===== src/rtl/fprs_pkg.sv =====
package fprs_pkg;
  localparam int unsigned FPRS_REGS  = 16;
  localparam int unsigned FPRS_TAG_W = 4;
  localparam int unsigned FPRS_VAL_W = 64;
endpackage


===== src/rtl/fprs_dst_decode.sv =====
module fprs_dst_decode #(
  parameter int unsigned REGS  = fprs_pkg::FPRS_REGS,
  localparam int unsigned IDX_W = $clog2(REGS)
) (
  input  logic             clk,
  input  logic             rst_n,
  input  logic             issue_valid,
  input  logic             dst_valid,
  input  logic [IDX_W-1:0] dst_reg,
  output logic [REGS-1:0]  set_en
);
  logic write_now;

  assign write_now = issue_valid & dst_valid;

  for (genvar i = 0; i < REGS; i++) begin : g_dec
    assign set_en[i] = write_now && (dst_reg == IDX_W'(i));
  end

  // nothing is selected without a valid destination write
  a_r10_no_write_no_enable: assert property (@(posedge clk) disable iff (!rst_n)
    !(issue_valid && dst_valid) |-> (set_en == '0));

  a_r2_single_enable: assert property (@(posedge clk) disable iff (!rst_n)
    $onehot0(set_en));
endmodule


===== src/rtl/fprs_entry.sv =====
module fprs_entry #(
  parameter int unsigned TAG_W = fprs_pkg::FPRS_TAG_W,
  parameter int unsigned VAL_W = fprs_pkg::FPRS_VAL_W
) (
  input  logic             clk,
  input  logic             rst_n,
  input  logic             set_en,
  input  logic [TAG_W-1:0] set_tag,
  input  logic             res_valid,
  input  logic [TAG_W-1:0] res_tag,
  input  logic [VAL_W-1:0] res_value,
  output logic             busy_o,
  output logic [TAG_W-1:0] tag_o,
  output logic [VAL_W-1:0] value_o
);
  logic             busy_q, busy_d, busy_en;
  logic [TAG_W-1:0] tag_q, tag_d;
  logic             tag_en;
  logic [VAL_W-1:0] value_q, value_d;
  logic             value_en;
  logic             hit;

  // next-state logic
  always_comb begin
    hit      = res_valid && busy_q && (tag_q == res_tag);
    tag_en   = set_en;
    tag_d    = set_tag;
    value_en = hit;
    value_d  = res_value;
    busy_en  = set_en || hit;
    busy_d   = set_en;
  end

  // state registers
  always_ff @(posedge clk or negedge rst_n) begin
    if (!rst_n) begin
      busy_q <= 1'b0;
    end else if (busy_en) begin
      busy_q <= busy_d;
    end
  end

  always_ff @(posedge clk or negedge rst_n) begin
    if (!rst_n) begin
      tag_q <= '0;
    end else if (tag_en) begin
      tag_q <= tag_d;
    end
  end

  always_ff @(posedge clk or negedge rst_n) begin
    if (!rst_n) begin
      value_q <= '0;
    end else if (value_en) begin
      value_q <= value_d;
    end
  end

  assign busy_o  = busy_q;
  assign tag_o   = tag_q;
  assign value_o = value_q;

  a_r2_issue_marks_pending: assert property (@(posedge clk) disable iff (!rst_n)
    set_en |=> (busy_q && tag_q == $past(set_tag)));

  a_r3_match_clears: assert property (@(posedge clk) disable iff (!rst_n)
    (!set_en && res_valid && busy_q && tag_q == res_tag)
      |=> (!busy_q && value_q == $past(res_value)));

  a_r5_no_match_holds: assert property (@(posedge clk) disable iff (!rst_n)
    (!set_en && !(res_valid && busy_q && tag_q == res_tag))
      |=> ($stable(busy_q) && $stable(tag_q) && $stable(value_q)));

  a_r7_issue_beats_result: assert property (@(posedge clk) disable iff (!rst_n)
    (set_en && res_valid && busy_q && tag_q == res_tag)
      |=> (busy_q && tag_q == $past(set_tag)));
endmodule


===== src/rtl/fprs_lookup.sv =====
module fprs_lookup #(
  parameter int unsigned REGS  = fprs_pkg::FPRS_REGS,
  parameter int unsigned TAG_W = fprs_pkg::FPRS_TAG_W,
  parameter int unsigned VAL_W = fprs_pkg::FPRS_VAL_W,
  localparam int unsigned IDX_W = $clog2(REGS)
) (
  input  logic             clk,
  input  logic             rst_n,
  input  logic [IDX_W-1:0] sel,
  input  logic [REGS-1:0]  busy_vec,
  input  logic [TAG_W-1:0] tag_arr [REGS],
  input  logic [VAL_W-1:0] val_arr [REGS],
  input  logic             res_valid,
  input  logic [TAG_W-1:0] res_tag,
  input  logic [VAL_W-1:0] res_value,
  output logic             ready,
  output logic [TAG_W-1:0] tag,
  output logic [VAL_W-1:0] value
);
  logic             sel_busy;
  logic [TAG_W-1:0] sel_tag;
  logic [VAL_W-1:0] sel_val;
  logic             bypass;

  always_comb begin
    sel_busy = busy_vec[sel];
    sel_tag  = tag_arr[sel];
    sel_val  = val_arr[sel];
    bypass   = sel_busy && res_valid && (res_tag == sel_tag);
    if (!sel_busy) begin
      ready = 1'b1;
      tag   = '0;
      value = sel_val;
    end else if (bypass) begin
      ready = 1'b1;
      tag   = '0;
      value = res_value;
    end else begin
      ready = 1'b0;
      tag   = sel_tag;
      value = '0;
    end
  end

  a_r8_same_cycle_bypass: assert property (@(posedge clk) disable iff (!rst_n)
    (busy_vec[sel] && res_valid && res_tag == tag_arr[sel])
      |-> (ready && value == res_value && tag == '0));

  a_r2_pending_gives_tag: assert property (@(posedge clk) disable iff (!rst_n)
    (busy_vec[sel] && !(res_valid && res_tag == tag_arr[sel]))
      |-> (!ready && tag == tag_arr[sel] && value == '0));

  a_r1_idle_is_ready: assert property (@(posedge clk) disable iff (!rst_n)
    !busy_vec[sel] |-> (ready && tag == '0));
endmodule


===== src/rtl/fp_result_status.sv =====
module fp_result_status #(
  parameter int unsigned REGS  = fprs_pkg::FPRS_REGS,
  parameter int unsigned TAG_W = fprs_pkg::FPRS_TAG_W,
  parameter int unsigned VAL_W = fprs_pkg::FPRS_VAL_W,
  localparam int unsigned IDX_W = $clog2(REGS)
) (
  input  logic             clk,
  input  logic             rst_n,
  input  logic             issue_valid,
  input  logic             issue_dst_valid,
  input  logic [IDX_W-1:0] issue_dst_reg,
  input  logic [TAG_W-1:0] issue_dst_tag,
  input  logic [IDX_W-1:0] src_a_reg,
  output logic             src_a_ready,
  output logic [TAG_W-1:0] src_a_tag,
  output logic [VAL_W-1:0] src_a_value,
  input  logic [IDX_W-1:0] src_b_reg,
  output logic             src_b_ready,
  output logic [TAG_W-1:0] src_b_tag,
  output logic [VAL_W-1:0] src_b_value,
  input  logic             res_valid,
  input  logic [TAG_W-1:0] res_tag,
  input  logic [VAL_W-1:0] res_value
);
  logic [REGS-1:0]  set_en;
  logic [REGS-1:0]  busy_vec;
  logic [TAG_W-1:0] tag_arr [REGS];
  logic [VAL_W-1:0] val_arr [REGS];

  fprs_dst_decode #(.REGS(REGS)) u_dec (
    .clk         (clk),
    .rst_n       (rst_n),
    .issue_valid (issue_valid),
    .dst_valid   (issue_dst_valid),
    .dst_reg     (issue_dst_reg),
    .set_en      (set_en)
  );

  for (genvar i = 0; i < REGS; i++) begin : g_reg
    fprs_entry #(.TAG_W(TAG_W), .VAL_W(VAL_W)) u_entry (
      .clk       (clk),
      .rst_n     (rst_n),
      .set_en    (set_en[i]),
      .set_tag   (issue_dst_tag),
      .res_valid (res_valid),
      .res_tag   (res_tag),
      .res_value (res_value),
      .busy_o    (busy_vec[i]),
      .tag_o     (tag_arr[i]),
      .value_o   (val_arr[i])
    );
  end

  fprs_lookup #(.REGS(REGS), .TAG_W(TAG_W), .VAL_W(VAL_W)) u_look_a (
    .clk       (clk),
    .rst_n     (rst_n),
    .sel       (src_a_reg),
    .busy_vec  (busy_vec),
    .tag_arr   (tag_arr),
    .val_arr   (val_arr),
    .res_valid (res_valid),
    .res_tag   (res_tag),
    .res_value (res_value),
    .ready     (src_a_ready),
    .tag       (src_a_tag),
    .value     (src_a_value)
  );

  fprs_lookup #(.REGS(REGS), .TAG_W(TAG_W), .VAL_W(VAL_W)) u_look_b (
    .clk       (clk),
    .rst_n     (rst_n),
    .sel       (src_b_reg),
    .busy_vec  (busy_vec),
    .tag_arr   (tag_arr),
    .val_arr   (val_arr),
    .res_valid (res_valid),
    .res_tag   (res_tag),
    .res_value (res_value),
    .ready     (src_b_ready),
    .tag       (src_b_tag),
    .value     (src_b_value)
  );

  // identical selections through both ports agree
  a_r11_ports_agree: assert property (@(posedge clk) disable iff (!rst_n)
    (src_a_reg == src_b_reg) |->
      (src_a_ready == src_b_ready && src_a_tag == src_b_tag && src_a_value == src_b_value));

  // a pending register stays pending across an issue to it
  a_r6_reissue_keeps_pending: assert property (@(posedge clk) disable iff (!rst_n)
    (issue_valid && issue_dst_valid) |=> busy_vec[$past(issue_dst_reg)]);
endmodule


===== config.mk =====
export PLATFORM = sky130hd
export DESIGN_NAME = fp_result_status
export DESIGN_NICKNAME = d
export VERILOG_FILES = /design/src/rtl/fprs_pkg.sv /design/src/rtl/fprs_dst_decode.sv /design/src/rtl/fprs_entry.sv /design/src/rtl/fprs_lookup.sv /design/src/rtl/fp_result_status.sv
export SDC_FILE = /design/constraint.sdc
export NUM_CORES = 2
export LEC_CHECK = 0
export ABC_AREA = 1
export BUFFER_PORTS_ARGS = -buffer_cell sky130_fd_sc_hd__buf_2
export CAP_MARGIN = 20
export CORE_ASPECT_RATIO = 0.8
export CORE_UTILIZATION = 30
export CTS_BUF_LIST = sky130_fd_sc_hd__clkbuf_4 sky130_fd_sc_hd__clkbuf_8
export DETAILED_ROUTE_END_ITERATION = 7
export SLEW_MARGIN = 30
export SYNTH_ARGS = -nofsm -noshare
export SYNTH_HDL_FRONTEND = slang
export SYNTH_SLANG_ARGS = --single-unit

===== constraint.sdc =====
create_clock -name clk -period 1.9 [get_ports clk]
set_input_delay 0.095 -clock clk [delete_from_list [all_inputs] [get_ports clk]]
set_output_delay 0.095 -clock clk [all_outputs]
set_load 0.01 [all_outputs]

==> results.toml <==
[run_status]
status = "finished, violations left"
violations = "DRC, setup timing"

[power]
power.switching_uw = 33900
p_per_area_mw_per_mm2 = 1190
seqPwrFrac = 0.437
p_int_uw = 57600
p_total_uw = 91500
comb_power_share = 0.311
vdd_drop_max_mv = 0.807
clockPowerShare = 0.252
power.leakage_uw = 0.0345
swShare = 0.371

[sta]
worstMarginPinSlew_ns = 0.754
timing.fmax_ghz = 0.317
timing.final.crit_period_ns = 3.15
setup_viol = 321
holdWs_ns = 0.0915
timing.final.crit_share = 1.66
slew_viol_final = 0
maxSlewHeadroom = 0.497
hold_viol = 0
finalWorstSetupSlack_ns = -1.25
fin_skew_ns = 0.0520
rsz0062_at_grt = "yes"

[cts]
cts_root_buf = "clkbuf_8"
cts_tree = "done"
clkTransAtPathRegs_ns = 0.07
cts_sinks = 1104
cts_max_level = 4
clock_path_buffers = 3
numCtsBuffers = 181
clk_latency_ns = 0.95

[logic_synthesis]
avgSynthCellArea_um2 = 7.22
synth-edff-count = 0
yosys.area.top_type = "dfrtp_1"
yosys.area_share.simple = 0.170
yosysMostFrequentCell = "o21ai_0"
synth_top_area_share = 0.448
syn-cell-area_mm2 = 0.0617
synth_top_family_by_area = "compound AO/OA/AOI/OAI gates"
synthDistinctLibCells = 27
syn_inst = 8547
synth_area_leaders = "dfrtp_1 (45%), o21ai_0 (20%), nand2_1 (10%), a21oi_1 (6.6%), clkbuf_1 (3.2%)"
synthTopCellsByCount = "o21ai_0 (2466), nand2_1 (1690), dfrtp_1 (1104)"
synth_xor_area_frac = 0.00227
yosysSeqAreaShare = 0.448
muxShareOfSynthArea = 0
yosysWarnings = 0
synth_compound_area_frac = 0.295
synth-adder-area-share = 0
async_flop_share = 1.00
ys.flop_type = "dfrtp_1"
syn-num-nets = 8636
ys_ff_latch = 1104

[drt]
firstDrtPassIters = 8
drt_wl_total_mm = 259
antenna_left = 0
drt_iter0_drc = 8147
avgRoutedWirePerCell_um = 22.1
vias_per_cell = 5.53
vias = 64900
drc = 15

[layout]
area_growth_pct = 24.4
stdcell_area_mm2 = 0.0768
nets = 8974
drive_gt1_frac = 0.152
fin_util = 0.376

[die]
die_area_mm2 = 0.208
fp-row-count = 148
start_util = 0.303
die_y_um = 408
die_w_um = 509
pin_count = 227
core_area_mm2 = 0.204

[flow_run]
max_cap_violations = 0

[critical_path]
crit_type = "reg2out"
cp.arrival_ns = 3.06
required_ns = 1.80
start_kind = "flop"
worstPathMaxFanout = 6
reg2reg_depth = 9
crit_path_end_kind = "primary output"

[global_route]
grt_pass1_wl_mm = 383
grt.total_usage = 0.240
antenna_found_initial = 5
grt_pass1_vias = 60500
grt_overflow = 0
grt_max_degree = 104

[place]
hpwl_mm = 163
place_congestion = 0.912
portBuffers = 226
placed_area_mm2 = 0.0703

[hold_path]
hold_path_depth = 6
hold_path.class = "in2reg"
==> critical path, cell delays in order (launching register included) <==
cell      delay (ns)
dfrtp_1         0.40
o211ai_1        0.30
nand3_2         0.14
nand3_2         0.11
nand2_2         0.08
nand2_2         0.08
nand2_2         0.07
nor2_4          0.14
buf_4           0.14
buf_12          0.17
buf_12          0.14
nand4_1         0.08
nand2_1         0.08
buf_2           0.14
==> cells by family after synthesis <==
| group | after synthesis |
|---|---|
| xor+xnor | 16 |
| simple gates | 2592 |
| compound gates | 3534 |
| flops | 1104 |
| buf+inv | 1301 |
==> flip-flops by register name (all words and copies together), names as in the netlist <==
signal / flops
g.u_entry.value_o: 1024
g.u_entry.tag_o: 64
g.u_entry.busy_o: 16
==> power groups by stage <==
stage / logic, uW / registers (uW) / clock network [uW]
floorplan: 17500 / 38300 / 0
global placement: 26100 / 39600 / 0
detailed placement: 26900 / 40000 / 0
CTS: 27600 / 39800 / 23500
global route: 32200 / 41200 / 24600
finish: 28500 / 40000 / 23100
==> metal layers <==
layer,track usage,share of wire,routed length [um],vias to the layer above
li1,-,-,-,29700
met1,0.325,0.41,107000,31000
met2,0.361,0.43,112000,3564
met3,0.0561,0.10,27100,618
met4,0.111,0.048,12400,2
met5,0,0.00027,69,-
==> final timing paths <==
path / startpoint / end / slack [ns]
max: g_reg[10].u_entry.tag_o[1]$_DFFE_PN0P_ / src_a_value[51] / -1.25
min: res_tag[2] / g_reg[0].u_entry.value_o[0]$_DFFE_PN0P_ / 0.09
max reg2reg: g_reg[10].u_entry.busy_o$_DFFE_PN0P_ / g_reg[10].u_entry.value_o[39]$_DFFE_PN0P_ / -0.13
min reg2reg: g_reg[1].u_entry.value_o[36]$_DFFE_PN0P_ / g_reg[1].u_entry.value_o[36]$_DFFE_PN0P_ / 0.48
max in group asynchronous: rst_n / g_reg[8].u_entry.value_o[15]$_DFFE_PN0P_ / 0.62
min in group asynchronous: rst_n / g_reg[9].u_entry.value_o[59]$_DFFE_PN0P_ / 0.38
==> repair_timing <==
item / 4_1_cts / 5_1_grt
hold endpoints to repair: 2208 / 0
hold buffers: 90 / 0
resized for setup: 105 / 106
gates cloned: 4 / 15
buffers inserted: 22 / 21
setup endpoints to repair: 254 / 759
pin swaps: 27 / 63
==> layout make-up <==
cell class,instances,area (um2)
Clock inverter,37,324
Tap cell,2700,3380
Sequential cell,1104,27600
Inverter,487,1880
Clock buffer,285,3580
Timing Repair Buffer,969,10500
Antenna cell,3,7.51
Multi-Input combinational cell,6142,29400
Fill cell,20900,127000
==> layout by cell type, fill, tap and decap left out, drive strengths merged, types with 101 or more instances in the layout <==
| cell type | count |
|---|---|
| clkbuf | 300 |
| a211o | 101 |
| inv | 490 |
| nand4 | 135 |
| buf | 865 |
| nand3 | 334 |
| dfrtp | 1104 |
| nand2 | 1690 |
| nor2 | 425 |
| a21oi | 815 |
| o21ai | 2562 |
==> through the flow <==
step | setup slack, ns | std cells | setup TNS, ns
final | -1.25 | 11700 | -161.29
after floorplan | 0.260 | 8547 | 0
after global routing | -1.36 | 11700 | -231.50
after CTS | -1.27 | 11700 | -165.33
after detailed placement | -0.404 | 11300 | -38.72
after global placement | -0.413 | 11300 | -34.56
Note: power is estimated with default switching activity, not from simulation.
